## config.mk

```make
export PLATFORM = sky130hd
export DESIGN_NAME = prio_active_bank
export DESIGN_NICKNAME = d
export VERILOG_FILES = /design/src/rtl/prio_active_bank.sv
export SDC_FILE = /design/constraint.sdc
export NUM_CORES = 1
export LEC_CHECK = 0
export BUFFER_PORTS_ARGS = -buffer_cell sky130_fd_sc_hd__buf_4
export CAP_MARGIN = 25
export CORE_MARGIN = 2
export CORE_UTILIZATION = 40
export CTS_CLUSTER_SIZE = 28
export DETAILED_ROUTE_END_ITERATION = 16
export GPL_TIMING_DRIVEN = 1
export PLACE_DENSITY = 0.6
export RECOVER_POWER = 25
export SLEW_MARGIN = 15
export SYNTH_ARGS = -nofsm -noshare
export SYNTH_HDL_FRONTEND = slang
export SYNTH_SLANG_ARGS = --single-unit
```

## constraint.sdc

```tcl
create_clock -name clk -period 4.1 [get_ports clk]
set_input_delay 0.615 -clock clk [delete_from_list [all_inputs] [get_ports clk]]
set_output_delay 0.615 -clock clk [all_outputs]
set_load 0.005 [all_outputs]
```

## src/rtl/prio_active_bank.sv

```systemverilog
module prio_active_bank #(
  parameter int PRE_BITS = 7
) (
  input  logic        clk,
  input  logic        rst_n,
  input  logic        ack_valid,
  input  logic [7:0]  ack_prio,
  input  logic        ack_nmi,
  input  logic        drop_valid,
  input  logic        sw_rd,
  input  logic        sw_wr,
  input  logic [1:0]  sw_idx,
  input  logic [31:0] sw_wdata,
  input  logic        sw_wnmi,
  output logic [63:0] sw_rdata,
  output logic        sw_undef,
  output logic [7:0]  run_prio,
  output logic        nmi_active
);
  localparam int NLVL   = 1 << PRE_BITS;
  localparam int NWORDS = NLVL / 32;
  localparam int SH     = 8 - PRE_BITS;

  logic [NLVL-1:0]     act, act_drop, act_nxt;
  logic                nmi_q;
  logic                idx_ok, wr_ok, any;
  logic [PRE_BITS-1:0] lead;

  assign idx_ok   = 32'(sw_idx) < NWORDS;
  assign wr_ok    = sw_wr && idx_ok;
  assign sw_undef = (sw_rd || sw_wr) && !idx_ok;

  always_comb begin
    lead = '0;
    any  = 1'b0;
    for (int i = NLVL - 1; i >= 0; i--) begin
      if (act[i]) begin
        lead = PRE_BITS'(i);
        any  = 1'b1;
      end
    end
  end

  assign run_prio   = any ? (8'(lead) << SH) : 8'hFF;
  assign nmi_active = nmi_q;

  assign act_drop = (drop_valid && !nmi_q)
                    ? (act & (act - {{(NLVL-1){1'b0}}, 1'b1})) : act;

  always_comb begin
    act_nxt = act_drop;
    if (ack_valid && !ack_nmi) act_nxt[ack_prio[7:SH]] = 1'b1;
  end

  always_comb begin
    sw_rdata = '0;
    for (int w = 0; w < NWORDS; w++)
      if (sw_idx == 2'(w)) sw_rdata[31:0] = act[w*32 +: 32];
    sw_rdata[63] = (sw_idx == 2'd0) && nmi_q;
  end

  always_ff @(posedge clk) begin
    if (!rst_n) begin
      act   <= '0;
      nmi_q <= 1'b0;
    end else if (wr_ok) begin
      for (int w = 0; w < NWORDS; w++)
        if (sw_idx == 2'(w)) act[w*32 +: 32] <= sw_wdata;
      if (sw_idx == 2'd0) nmi_q <= sw_wnmi;
    end else begin
      act   <= act_nxt;
      nmi_q <= (nmi_q && !drop_valid) || (ack_valid && ack_nmi);
    end
  end
endmodule

```

* Word-level counts from Yosys, hierarchy flattened
Cells that the tools add are included.
** Word-level totals
- Word-level logic and storage cells :: 300
- Register bits :: 129
- Output and inout port bits :: 74
- Input bits :: 50
** Operators by class
- Bitwise operators :: 2
- Add/sub/neg operators :: 1
- Reduce and logical (&&, ||, !) cells :: 11
- $lt $le $gt $ge :: 2
- Muxes and demuxes :: 272
- Equality and inequality tests :: 7
** Operators by type and width (count)
- $mux W7 :: 128
- $mux W128 :: 3
- $mux W32 :: 8
- $mux W1 :: 131
- $and A128 B128 Y128 :: 1
- $or A128 B128 Y128 :: 1
- $sub A128 B1 Y128 const B :: 1
- $lt A7 B8 Y1 const B :: 1
- $mux W8 :: 1
- $ne A2 B1 Y1 const B :: 4
- $demux W1 S7 :: 1
- $ge A7 B1 Y1 const B :: 1
- $logic_and A1 B1 Y1 :: 6
- $eq A2 B2 Y1 const B :: 2
- $logic_not A1 Y1 :: 3
- $eq A2 B1 Y1 const B :: 1
- $logic_not A2 Y1 :: 1
- $logic_or A1 B1 Y1 :: 1

* Logic depth before layout (Yosys ltp)
- Depth in word-level cells :: 129
- Depth in mapped cells :: 10

* Worst setup path after synthesis
Ideal clock, no wire load.
- Path type :: register to register
- Start :: register act[39]
- End :: register act[109]
- Cell stages (with the launch flop) :: 10
- Path slack :: 0.425 ns
- Library setup time :: 0.122 ns
- Arrival :: 3.553 ns
- Data required time :: 3.978 ns
- Period minus slack after synthesis :: 3.675 ns
- Path buffers :: 2
- Path through :: dfxtp_1 -> buf_6 -> or4_4 -> or4_4 -> or4b_4 -> or4_4 -> buf_6 -> or4_4 -> o31a_1 -> o311a_1
** Between the ends
- Longest elaborated chain between the ends :: 6
** Ends and longest elaborated chain
- from (decl) :: RTL line 24 : logic [NLVL-1:0] act, act_drop, act_nxt;
- from (signal, indexed assignment) :: RTL line 68 : if (sw_idx == 2'(w)) act[w*32 +: 32] <= sw_wdata;
- from (signal assigned) :: RTL line 71 : act <= act_nxt;
- $sub A128 B1 Y128 (*) :: RTL line 48 : ? (act & (act - {{(NLVL-1){1'b0}}, 1'b1})) : act;
- $and A128 B128 Y128 (*) :: RTL line 48
- $mux W128 (*) :: RTL line 48
- $or A128 B128 Y128 (no source line)
- $mux W128 (*) :: RTL line 52 : if (ack_valid && !ack_nmi) act_nxt[ack_prio[7:SH]] = 1'b1;
- $mux W128 (*) :: RTL line 66 : end else if (wr_ok) begin
Every way passes the cells marked *; elsewhere a longest branch is shown, timed or not.
A chain may end at the register's enable or synchronous reset.

* Worst setup path after layout
- Start :: register act[9]
- End :: output port run_prio[1]
** Between the ends
- Longest elaborated chain between the ends :: 11
- Elaborated cells between the ends (all ways) :: 21
** Ends and longest elaborated chain
- $mux W7 / $mux W1 (equally long branches) (10 in series) :: RTL line 37 : if (act[i]) begin
- $mux W8 (*) :: RTL line 44 : assign run_prio = any ? (8'(lead) << SH) : 8'hFF;
- to (decl) :: RTL line 17 : output logic [7:0] run_prio,
Marks and branches as above.

==> flow_metrics.env <==
export IMPL_grt_pass1_wl_mm=87.55
export IMPL_tritoncts_num_sinks=129
export IMPL_synthesis_stage_register_bit_count=129
export IMPL_grt_max_degree=106
export IMPL_grt_antenna_before_repair=2
export IMPL_num_fill_cells=2646
export IMPL_layout_min_cycle_time_ns=4.006
export IMPL_initialDrtViolationCount=2310
export IMPL_io_pins=124
export IMPL_ys_warnings_count=0
export IMPL_cpPeakStageDelay_ns=0.64
export IMPL_route_detailed_wl_per_inst_um=32.70
export IMPL_status="finished, violations left"
export IMPL_avgSynthCellArea_sq_um=7.441
export IMPL_post_synth_instance_area_sq_um=10730
export IMPL_cts_tree="built"
export IMPL_post_synthesis_cell_type_count=64
export IMPL_arrival_ns=3.39
export IMPL_dieWidth_um=167.8
export IMPL_dp_cells=1837
export IMPL_cts_htree_levels=4
export IMPL_critical_path_top_delay_family="compound AO/OA/AOI/OAI gates"
export IMPL_power_per_cell_area_nw_per_um2=361.5
export IMPL_grt_setup_unrepaired="no"
export IMPL_drive_above_1_share=0.1840
export IMPL_gp_congestion=1.043
export IMPL_min_path_type="in2reg"
export IMPL_wirelength_mm=61.09
export IMPL_grt_remaining_overflow=0
export IMPL_viasPerCell=7.373
export IMPL_synthArstFlopShare=0
export IMPL_share_clk_of_total_power=0.382
export IMPL_seqCellArea_sq_um=2582
export IMPL_critPathSlowestCell="sky130_fd_sc_hd__a2111oi_0"
export IMPL_cell_internal_power_mw=2.921
export IMPL_io_buffer_count=89
export IMPL_post_route_drc_count=0
export IMPL_floorplan_initialDensity=0.4095
export IMPL_layout_cells_most_common="sky130_fd_sc_hd__buf_4"
export IMPL_dp_final_hpwl_mm=44.91
export IMPL_std_cell_rows=59
export IMPL_ys_dominant_reg_cell="sky130_fd_sc_hd__dfxtp_1"
export IMPL_fin_tns_setup_ns=0
export IMPL_number_of_buffers_inserted_during_clock_tree_synthesis=17
export IMPL_number_of_synthesized_flops_with_an_enable_pin=0
export IMPL_min_period_over_period=0.9770
export IMPL_share_seq_of_total_power=0.328
export IMPL_mostFrequentLayoutCells="173 x sky130_fd_sc_hd__buf_4, 165 x sky130_fd_sc_hd__nand2_1, 129 x sky130_fd_sc_hd__dfxtp_1, 117 x sky130_fd_sc_hd__a21oi_1, 109 x sky130_fd_sc_hd__nor2_1"
export IMPL_actual_slew_at_the_worst_max_slew_pin_ns=1.798
export IMPL_synth_cells=1442
export IMPL_clk_pin_slew_ns=0.07
export IMPL_maxCapViolations=1
export IMPL_static_leakage_power_nw=4.510
export IMPL_worst_clock_skew_ns=0.01773
export IMPL_timing_worst_setup_path_type="reg2out"
export IMPL_floorplan_core_area_sq_um=26210
export IMPL_first_pass_iters=6
export IMPL_cts_root_to_sink_buffers=2
export IMPL_multi_input_area_sq_um=7465
export IMPL_layout_cells_non_filler=1868
export IMPL_crit_chain="buf_4 > nand2b_1 > a21oi_1 > and4b_1 > o41a_1 > a2111oi_0 > o32ai_1 > or4_1 > buf_4"
export IMPL_track_usage=0.4234
export IMPL_timing_final_setup_violations=0
export IMPL_p_sw_frac=0.3619
export IMPL_critical_path_n_buffers_inverters=2
export IMPL_flow_area_growth_from_synthesis_pct=18.03
export IMPL_die_area_sq_um=28150
export IMPL_clock_fmax_ghz=0.2496
export IMPL_netSwitchingPower_mw=1.657
export IMPL_worst_ir_drop_on_vdd_mv=0.2483
export IMPL_design_final_nets=1571
export IMPL_slew_violations=80
export IMPL_ctsRootBufferMaster="sky130_fd_sc_hd__clkbuf_16"
export IMPL_cts_setup_buffers=0
export IMPL_startpoint_type="flop"
export IMPL_via_count_of_the_first_global_routing_pass=12590
export IMPL_worst_path_most_repeated_cell="sky130_fd_sc_hd__buf_4"
export IMPL_highest_net_fanout_along_the_worst_path=8
export IMPL_violations="max-capacitance violations, max-slew violations"
export IMPL_share_comb_of_total_power=0.291
export IMPL_route_vias_total=13770
export IMPL_ant_cells=0
export IMPL_critPathCaptureType="output port"
export IMPL_total_power_mw=4.578
export IMPL_required_ns=3.48
export IMPL_finalHoldViolCount=0
export IMPL_die_h_um=167.8
export IMPL_ys_seq_area_frac=0.2407
export IMPL_maxSlewHeadroom=-0.1988
export IMPL_clk_insertion_delay_late_ns=0.45
export IMPL_final_antenna_net_count=0
==> Yosys cell counts, types with 15 or more instances <==
cell type                  number  area [sq um]
sky130_fd_sc_hd__nand3_1       42         210.2
sky130_fd_sc_hd__a21oi_1      117         585.6
sky130_fd_sc_hd__mux2i_1       48         480.5
sky130_fd_sc_hd__or4_1         33         247.7
sky130_fd_sc_hd__a221oi_1      78         683.2
sky130_fd_sc_hd__nor3_1        49         245.2
sky130_fd_sc_hd__nor2b_1       15         93.84
sky130_fd_sc_hd__a311oi_1      34         297.8
sky130_fd_sc_hd__nor4_1        52         325.3
sky130_fd_sc_hd__nand2b_1      18         112.6
sky130_fd_sc_hd__clkbuf_1     120         450.4
sky130_fd_sc_hd__nand2_1      165         619.3
sky130_fd_sc_hd__nor2_1       112         420.4
sky130_fd_sc_hd__nand4_1       17         106.4
sky130_fd_sc_hd__inv_1         25         93.84
sky130_fd_sc_hd__buf_4         32         240.2
sky130_fd_sc_hd__o211ai_1      18         135.1
sky130_fd_sc_hd__o21ai_0       86         430.4
sky130_fd_sc_hd__o31ai_1       18         135.1
sky130_fd_sc_hd__mux4_2        32         720.7
sky130_fd_sc_hd__a31oi_1       20         125.1
sky130_fd_sc_hd__dfxtp_1      129          2582
==> layer usage <==
layer  wire, um  GRT usage  up-vias
met3       9432     0.1547      279
met4       4676     0.2597        2
met5         11          0        -
li1           -          -     5723
met1      22800     0.5485     6528
met2      24170     0.5967     1240
==> worst paths after layout <==
| kind | start | endpoint | slack (ns) | depth (start not counted) |
|---|---|---|---|---|
| setup / recovery | act[9] | run_prio[1] | 0.09 | 9 |
| hold / removal | sw_wnmi | nmi_active | 0.49 | 3 |
| setup reg to reg | act[4] | act[102] | 0.34 | 8 |
| hold reg to reg | act[65] | act[65] | 0.50 | 2 |
==> repair_timing <==
action | CTS | global route
setup endpoints to repair | 0 | 2
endpoints found under the hold margin | 0 | 0
resized for setup | 0 | 3
hold buffers | 0 | 0
==> flip-flops by register name, summed over array words and instances (netlist names) <==
register	cells
act	128
nmi_active	1
==> worst min-delay path, stage by stage <==
cell,delay (ns)
sky130_fd_sc_hd__buf_4,0.08
sky130_fd_sc_hd__o21ai_0,0.08
sky130_fd_sc_hd__a21oi_1,0.13
==> layout make-up <==
type,instances,share of cell area
multi-input combinational,1152,0.5894
sequential,129,0.2039
timing repair buffer,195,0.1152
clock buffer,19,0.03418
tap,335,0.03310
clock inverter,12,0.01640
inverter,26,0.007805
==> through the flow <==
stage	util	setup slack (ns)	area (sq um)	hold WS, ns
2_1_floorplan	-	0.4254	10850	0.4765
3_3_place_gp	0.4586	0.4442	12020	0.4800
3_5_place_dp	0.4591	0.4313	12030	0.4893
4_1_cts	0.4835	0.1474	12670	0.4967
5_1_grt	0.4833	0.02508	12660	0.5035
6_report	0.4833	0.09430	12660	0.4901
==> kinds of logic after synthesis <==
family	Yosys count	synth area share
AND/OR/NAND/NOR	572	0.2684
multiplexers	80	0.1119
flip-flops	129	0.2407
AO/OA/AOI/OAI	468	0.2986
buffers and inverters	192	0.07999
other	1	0.0003495
==> power by group through the flow <==
stage	logic [mW]	registers, mW	clock network (mW)
after floorplan	0.776	1.43	0
after global placement	1.26	1.51	0
after detailed placement	1.26	1.52	0
after CTS	1.26	1.49	1.73
after global routing	1.39	1.50	1.79
final	1.33	1.50	1.75
Note: power is estimated with default switching activity, not from simulation.
